[config.mk]
export PLATFORM = sky130hd
export DESIGN_NAME = dma_chan_regfile
export DESIGN_NICKNAME = d
export VERILOG_FILES = /design/src/rtl/dma_chan_regfile_pkg.sv /design/src/rtl/dma_chan_addr_dec.sv /design/src/rtl/dma_chan_slot.sv /design/src/rtl/dma_chan_regfile.sv
export SDC_FILE = /design/constraint.sdc
export NUM_CORES = 1
export LEC_CHECK = 0
export CAP_MARGIN = 20
export CELL_PAD_IN_SITES_DETAIL_PLACEMENT = 0
export CELL_PAD_IN_SITES_GLOBAL_PLACEMENT = 1
export CORE_MARGIN = 2
export CORE_UTILIZATION = 35
export DETAILED_ROUTE_END_ITERATION = 8
export PLACE_DENSITY_LB_ADDON = 0.1
export REMOVE_ABC_BUFFERS = 1
export SYNTH_ARGS = -nofsm -noshare
export SYNTH_HDL_FRONTEND = slang
export SYNTH_SLANG_ARGS = --single-unit
[constraint.sdc]
create_clock -name clk -period 2 [get_ports clk]
set_clock_uncertainty 0.1 [all_clocks]
set_input_delay 0.3 -clock clk [delete_from_list [all_inputs] [get_ports clk]]
set_output_delay 0.3 -clock clk [all_outputs]
set_load 0.01 [all_outputs]
[src/rtl/dma_chan_regfile_pkg.sv]
package dma_chan_regfile_pkg;
   localparam int ST_W = 3;
   localparam logic [ST_W-1:0] ST_RESET   = 3'b001;
   localparam logic [ST_W-1:0] ST_STOPPED = 3'b010;
   localparam logic [ST_W-1:0] ST_RUNNING = 3'b100;

   localparam int OFF_CFG    = 'h0;
   localparam int OFF_CMD    = 'h4;
   localparam int OFF_STREAM = 'h8;
   localparam int OFF_STATUS = 'hC;

   localparam int CMD_BITS   = 10;
   localparam logic [CMD_BITS-1:0] LDD_MASK = 10'h140;
   localparam int BURST_BIT  = 5;
   localparam int LDC_BIT    = 9;

   localparam int EOL_POS    = 5;
   localparam int SRC_POS    = 8;
   localparam logic [1:0] SRC_ID = 2'd1;

   typedef enum logic [1:0] {
      SEL_CFG    = 2'd0,
      SEL_CMD    = 2'd1,
      SEL_STREAM = 2'd2,
      SEL_STATUS = 2'd3
   } reg_sel_e;
endpackage

[src/rtl/dma_chan_addr_dec.sv]
module dma_chan_addr_dec
   import dma_chan_regfile_pkg::*;
#(
   parameter int ADDR_W    = 16,
   parameter int WIN_SHIFT = 13,
   parameter int N_CH      = 4,
   parameter int BE_W      = 4,
   localparam int CH_W     = (N_CH > 1) ? $clog2(N_CH) : 1,
   localparam int UP_W     = ADDR_W - WIN_SHIFT
) (
   input  logic [ADDR_W-1:0] addr,
   input  logic [BE_W-1:0]   be,
   output logic [CH_W-1:0]   ch,
   output reg_sel_e          sel,
   output logic              err
);
   logic [UP_W-1:0]      upper;
   logic [WIN_SHIFT-1:0] off;
   logic                 in_range;
   logic                 mapped;
   logic                 full_word;

   assign upper     = addr[ADDR_W-1:WIN_SHIFT];
   assign off       = addr[WIN_SHIFT-1:0];
   assign in_range  = (32'(upper) < N_CH);
   assign full_word = &be;
   assign ch        = upper[CH_W-1:0];

   always_comb begin
      mapped = 1'b1;
      sel    = SEL_CFG;
      if (off == WIN_SHIFT'(OFF_CFG))         sel = SEL_CFG;
      else if (off == WIN_SHIFT'(OFF_CMD))    sel = SEL_CMD;
      else if (off == WIN_SHIFT'(OFF_STREAM)) sel = SEL_STREAM;
      else if (off == WIN_SHIFT'(OFF_STATUS)) sel = SEL_STATUS;
      else                                    mapped = 1'b0;
   end

   assign err = !(in_range && mapped && full_word);
endmodule

[src/rtl/dma_chan_slot.sv]
module dma_chan_slot
   import dma_chan_regfile_pkg::*;
#(
   parameter int CMD_W = CMD_BITS
) (
   input  logic             clk,
   input  logic             rst_n,
   input  logic             wr_cfg,
   input  logic             wr_cmd,
   input  logic             wr_stream,
   input  logic [CMD_W-1:0] wdata,
   input  logic             client,
   input  logic             eol_in,
   output logic [1:0]       cfg_q,
   output logic [CMD_W-1:0] stream_q,
   output logic [ST_W-1:0]  state_q,
   output logic             eol_q,
   output logic             cont_p,
   output logic             ldd_p,
   output logic             ldc_p,
   output logic             start_p
);
   logic            want_ldd, want_ldc, want_start, start_ok, cont_ok;
   logic [ST_W-1:0] state_d;
   logic            eol_d;

   assign want_ldd   = wr_stream && |(wdata[CMD_BITS-1:0] & LDD_MASK);
   assign want_ldc   = wr_stream && wdata[LDC_BIT];
   assign want_start = (want_ldd && wdata[BURST_BIT]) || want_ldc;
   assign start_ok   = want_start && client;
   assign cont_ok    = wr_cmd && cfg_q[0] && !cfg_q[1] && client
                       && (state_q == ST_RUNNING);

   always_comb begin
      state_d = state_q;
      if (wr_cfg) begin
         if (wdata[1])  state_d = ST_STOPPED;
         if (!wdata[0]) state_d = ST_RESET;
      end
      if (start_ok) state_d = ST_RUNNING;
      eol_d = eol_q;
      if (start_ok) eol_d = 1'b0;
      if (eol_in)   eol_d = 1'b1;
   end

   always_ff @(posedge clk or negedge rst_n) begin
      if (!rst_n) begin
         cfg_q    <= '0;
         stream_q <= '0;
         state_q  <= ST_RESET;
         eol_q    <= 1'b0;
         cont_p   <= 1'b0;
         ldd_p    <= 1'b0;
         ldc_p    <= 1'b0;
         start_p  <= 1'b0;
      end else begin
         if (wr_cfg)    cfg_q    <= wdata[1:0];
         if (wr_stream) stream_q <= wdata;
         state_q <= state_d;
         eol_q   <= eol_d;
         cont_p  <= cont_ok;
         ldd_p   <= want_ldd;
         ldc_p   <= want_ldc;
         start_p <= start_ok;
      end
   end
endmodule

[src/rtl/dma_chan_regfile.sv]
module dma_chan_regfile
   import dma_chan_regfile_pkg::*;
#(
   parameter int N_CH      = 4,
   parameter int ADDR_W    = 16,
   parameter int DATA_W    = 32,
   parameter int WIN_SHIFT = 13,
   localparam int BE_W     = DATA_W / 8,
   localparam int CH_W     = (N_CH > 1) ? $clog2(N_CH) : 1
) (
   input  logic              clk,
   input  logic              rst_n,
   input  logic              bus_valid,
   input  logic              bus_write,
   input  logic [ADDR_W-1:0] bus_addr,
   input  logic [BE_W-1:0]   bus_be,
   input  logic [DATA_W-1:0] bus_wdata,
   input  logic [N_CH-1:0]   client_present,
   input  logic [N_CH-1:0]   eol_set,
   output logic              resp_valid,
   output logic              resp_err,
   output logic [DATA_W-1:0] resp_rdata,
   output logic [N_CH-1:0]   cont_pulse,
   output logic [N_CH-1:0]   load_desc_pulse,
   output logic [N_CH-1:0]   load_ctx_pulse,
   output logic [N_CH-1:0]   start_pulse
);
   if (N_CH < 1) begin : g_bad_nch
      $error("N_CH must be at least 1");
   end
   if (DATA_W < 16 || (DATA_W % 8) != 0) begin : g_bad_dw
      $error("DATA_W must be a multiple of 8 and at least 16");
   end
   if (WIN_SHIFT < 4 || WIN_SHIFT + CH_W > ADDR_W) begin : g_bad_aw
      $error("address too narrow for the channel windows");
   end

   logic [CH_W-1:0] dec_ch;
   reg_sel_e        dec_sel;
   logic            dec_err;

   dma_chan_addr_dec #(
      .ADDR_W(ADDR_W), .WIN_SHIFT(WIN_SHIFT), .N_CH(N_CH), .BE_W(BE_W)
   ) dec_i (
      .addr(bus_addr), .be(bus_be), .ch(dec_ch), .sel(dec_sel), .err(dec_err)
   );

   logic wr_ok, rd_ok;
   assign wr_ok = bus_valid && bus_write && !dec_err;
   assign rd_ok = bus_valid && !bus_write && !dec_err;

   logic unused_wdata_hi;
   assign unused_wdata_hi = ^bus_wdata[DATA_W-1:CMD_BITS];

   logic [N_CH-1:0][1:0]          cfg_a;
   logic [N_CH-1:0][CMD_BITS-1:0] stream_a;
   logic [N_CH-1:0][ST_W-1:0]     state_all;
   logic [N_CH-1:0]               eol_a;

   for (genvar c = 0; c < N_CH; c++) begin : g_ch
      logic hit;
      assign hit = wr_ok && (dec_ch == CH_W'(c));
      dma_chan_slot #(.CMD_W(CMD_BITS)) slot_i (
         .clk      (clk),
         .rst_n    (rst_n),
         .wr_cfg   (hit && dec_sel == SEL_CFG),
         .wr_cmd   (hit && dec_sel == SEL_CMD),
         .wr_stream(hit && dec_sel == SEL_STREAM),
         .wdata    (bus_wdata[CMD_BITS-1:0]),
         .client   (client_present[c]),
         .eol_in   (eol_set[c]),
         .cfg_q    (cfg_a[c]),
         .stream_q (stream_a[c]),
         .state_q  (state_all[c]),
         .eol_q    (eol_a[c]),
         .cont_p   (cont_pulse[c]),
         .ldd_p    (load_desc_pulse[c]),
         .ldc_p    (load_ctx_pulse[c]),
         .start_p  (start_pulse[c])
      );
   end

   logic [DATA_W-1:0] rdata_d;
   always_comb begin
      rdata_d = '0;
      if (rd_ok) begin
         case (dec_sel)
            SEL_CFG:    rdata_d[1:0] = cfg_a[dec_ch];
            SEL_STREAM: rdata_d[CMD_BITS-1:0] = stream_a[dec_ch];
            SEL_STATUS: begin
               rdata_d[ST_W-1:0]           = state_all[dec_ch];
               rdata_d[EOL_POS]            = eol_a[dec_ch];
               rdata_d[SRC_POS+1:SRC_POS]  = SRC_ID;
            end
            default:    rdata_d = '0;
         endcase
      end
   end

   always_ff @(posedge clk or negedge rst_n) begin
      if (!rst_n) begin
         resp_valid <= 1'b0;
         resp_err   <= 1'b0;
         resp_rdata <= '0;
      end else begin
         resp_valid <= bus_valid;
         resp_err   <= bus_valid && dec_err;
         resp_rdata <= rdata_d;
      end
   end
endmodule

==> results by group <==
Power
  • Maximum VDD drop: 0.293 mV
  • Power per cell area: roughly 600 nW/um^2
  • Leak pwr: 2.97 nW
  • Tot Pwr: 3.91 mW

Die
  • Die footprint: between 10,000 and 15,000 sq um
  • Cell Rows: between 40 and 50
  • Starting Density: ~36%
  • Die Height: 118 microns
  • I/O Pins: 114
  • Chip width: 118 microns
  • Core area: 12,700 sq um

Synthesis
  • Ys flop type: dfrtp_1
  • FFs w/ async S/R, synth: 100%
  • Sequential area share after synthesis: around 51%
  • Distinct cells, synth: 47
  • Mean post-synth cell area: ~12 sq um
  • Yosys reg bits: 92
  • Cells after Synth: between 300 and 400
  • Synth Cell Area: 4570 sq um
  • EDFF count, synth: 0
  • Yosys Warn Count: 0

Placement
  • DP Area: slightly below 6000 sq um
  • Placed cell count: 652
  • IO Port Bufs: 69
  • Gpl congestion: 0.837
  • Placed wire-length estimate: 8980 microns

Hold path
  • Min-delay worst type: in -> async

Cells and area
  • Footprint of the multi-input gates: 2050 sq um
  • Nets: 563
  • Share of layout cells above drive strength 1: between 30% and 40%
  • Final Non-Filler Cells: 676
  • Fill cells: roughly 1.2k
  • Sequential standard cell area: 2310 sq um
  • Commonest non-fill, non-tap cell in the layout: dfrtp_1
  • # diodes: 0
  • Area Growth Syn to Fin: 39.3%
  • Finished Cell Area: roughly 6400 sq um
  • Commonest cells after routing, fill and taps aside: 88 x dfrtp_1, 67 x buf_4, 58 x clkdlybuf4s50_1

Clocking
  • Maximum clock path buffer count: 2
  • Skew-Pair Late Insertion Delay: 0.35 ns
  • H-tree depth: 3
  • Root buf cell: clkbuf_16
  • Inserted Clock Buffers: 9
  • CTS tree: yes
  • Reg clk slew, reported paths: 0.06 ns
  • Clock sinks: 92

Route
  • Initial DRC count: 143
  • DRC errors left: 0
  • Final ANT Viol Nets: 0
  • Total vias in the final route: 3,380
  • Average vias per placed instance: 5.00
  • Final WL: 12,100 microns
  • TritonRoute pass-1 iters: 4
  • Wirelength per Cell: 17.9 microns

Worst setup path
  • CP Max Fanout: 11
  • Crit path launch type: input port
  • Critical Path Slowest Stage Cell: clkdlybuf4s50_1
  • Worst setup EP type: register
  • Slowest Stage Delay on Critical Path: 0.51 ns
  • Worst Setup Path Type: in -> reg
  • Critical path data arrival time: between 2 and 2.5 ns
  • Critical path's most frequent cell: buf_4
  • Worst path cell trace: clkdlybuf4s50_1 > buf_12 > buf_4 > and4b_1 > buf_4 > inv_1 > o41ai_1 > nand2_1
  • Worst endpoint required time: 2.13 ns

Timing
  • Period utilisation layout: a little over nine tenths
  • Final hold vios: 0
  • Measured slew at the worst slew-check pin: 0.668 ns
  • Fmax: slightly above 500 MHz
  • Relative slew slack: 55.0%
  • Endpoints failing setup: 0
  • Unrepaired setup endpoints after global routing: false
  • Crit path time final: between 1.5 and 2 ns
  • Slew Limit Fails: 0
  • Fin Hold WS: 0.340 ns

Global route
  • Pin count of the biggest net entering global routing: 35
  • Vias in the first global route: 3,522
  • First-pass GRT wire length: 19,600 microns
  • Initial antenna violation count: 0
  • Overall routing resource usage: 18.5%
  • Total gr overflow: 0

Flow run
  • Maxcap violations: 0

Run status
  • Status: complete, no violations
[stage by stage]
step                setup slack [ns]  setup TNS [ns]  utilization, %
CTS                          0.00516               0            50.0
global placement              -0.600          -36.34            45.9
global route                0.000790               0            50.2
floorplan                     -0.560          -23.95               -
finish                        0.0551               0            50.2
detailed placement            -0.620          -34.94            45.9
[power breakdown]
part | internal [mW] | switching (mW) | total, mW | leakage (nW)
registers | 1.86 | 0.000420 | 1.86 | 1.24
logic | 0.173 | 0.183 | 0.355 | 1.59
clock network | 0.968 | 0.723 | 1.69 | 0.142
total | 3.00 | 0.906 | 3.91 | 2.97
[per-layer routing]
metal	track usage, %	part of all wire [%]
met5	0	0
met4	7.45	1.9
met3	3.67	5.8
met2	28.4	46
met1	25.8	46
[worst max-delay path, delay by kind of cell]
family / cells / cell delay [ns]
and+or+nand+nor: 2 / 0.35
buffers and inverters: 5 / 1.08
AOI/OAI and AO/OA: 1 / 0.33
[flip-flops by register name, summed over array words and instances, names as in the netlist]
name,flops
resp_err,1
g_ch.slot_i.eol_q,4
g_ch.slot_i.ldd_p,4
g_ch.slot_i.ldc_p,4
g_ch.slot_i.stream_q,40
resp_rdata,10
g_ch.slot_i.start_p,4
g_ch.slot_i.state_q,12
resp_valid,1
g_ch.slot_i.cfg_q,8
g_ch.slot_i.cont_p,4
[path summary, 6_finish.rpt]
check	start	to	slack, ns	cells past startpoint
min in group clk	g_ch[2].slot_i.eol_q	g_ch[2].slot_i.eol_q	0.38	1
worst max-delay path	bus_addr[13]	g_ch[1].slot_i.state_q[2]	0.06	8
worst max register to register	g_ch[3].slot_i.state_q[1]	resp_rdata[1]	0.38	4
max in group asynchronous	rst_n	resp_rdata[9]	0.81	3
worst min register to register	g_ch[2].slot_i.eol_q	g_ch[2].slot_i.eol_q	0.38	1
worst min-delay path	rst_n	g_ch[1].slot_i.eol_q	0.34	2
[cell usage after synthesis (2+ instances only)]
cell type	count	share of area [%]
dfrtp_1	88	48
mux2_2	50	12
buf_4	38	6.2
nor2_1	24	2.0
nand3_1	20	2.2
mux4_2	16	7.9
nand2_1	16	1.3
clkbuf_1	11	0.90
nor2b_1	11	1.5
nand4_1	10	1.4
inv_1	6	0.49
o41ai_1	6	1.2
o21ai_0	5	0.55
a21o_1	4	0.66
buf_2	4	0.44
dfstp_2	4	2.3
nand4_2	4	1.1
nor4b_1	4	0.77
a21boi_0	3	0.49
and4b_1	3	0.66
nor3_1	3	0.33
nor4_1	3	0.41
nor4bb_1	3	0.66
o211a_1	3	0.66
a31oi_1	2	0.27
and2_1	2	0.27
and4_1	2	0.38
buf_6	2	0.49
mux2i_1	2	0.44
o21a_1	2	0.33
or3_1	2	0.27
or4_4	2	0.49
[what timing repair did]
item,in CTS,in global routing
setup endpoints to repair,67,40
hold buffers,1,0
endpoints found under the hold margin,29,0
pin swaps,9,7
gates cloned,3,0
buffers inserted,4,1
gates resized for setup,34,10
[layout make-up]
class / count / area share, %
Clock inverter: 6 / 1.02
Sequential cell: 92 / 36.3
Tap cell: 172 / 3.38
Timing Repair Buffer: 153 / 23.2
Inverter: 6 / 0.354
Clock buffer: 10 / 3.60
Multi-Input combinational cell: 237 / 32.2
[cells by family (layout without fill, tap and decap cells)]
family | after synthesis | in the layout | share of synthesized area (%)
DFF | 92 | 92 | 50.5
buffers and inverters | 62 | 175 | 8.66
and+or+nand+nor | 117 | 117 | 15.2
muxes | 68 | 68 | 20.7
AOI/OAI and AO/OA | 30 | 30 | 4.88
other | 1 | 22 | 0.0821
No activity file was read; power rests on OpenSTA's default activity.
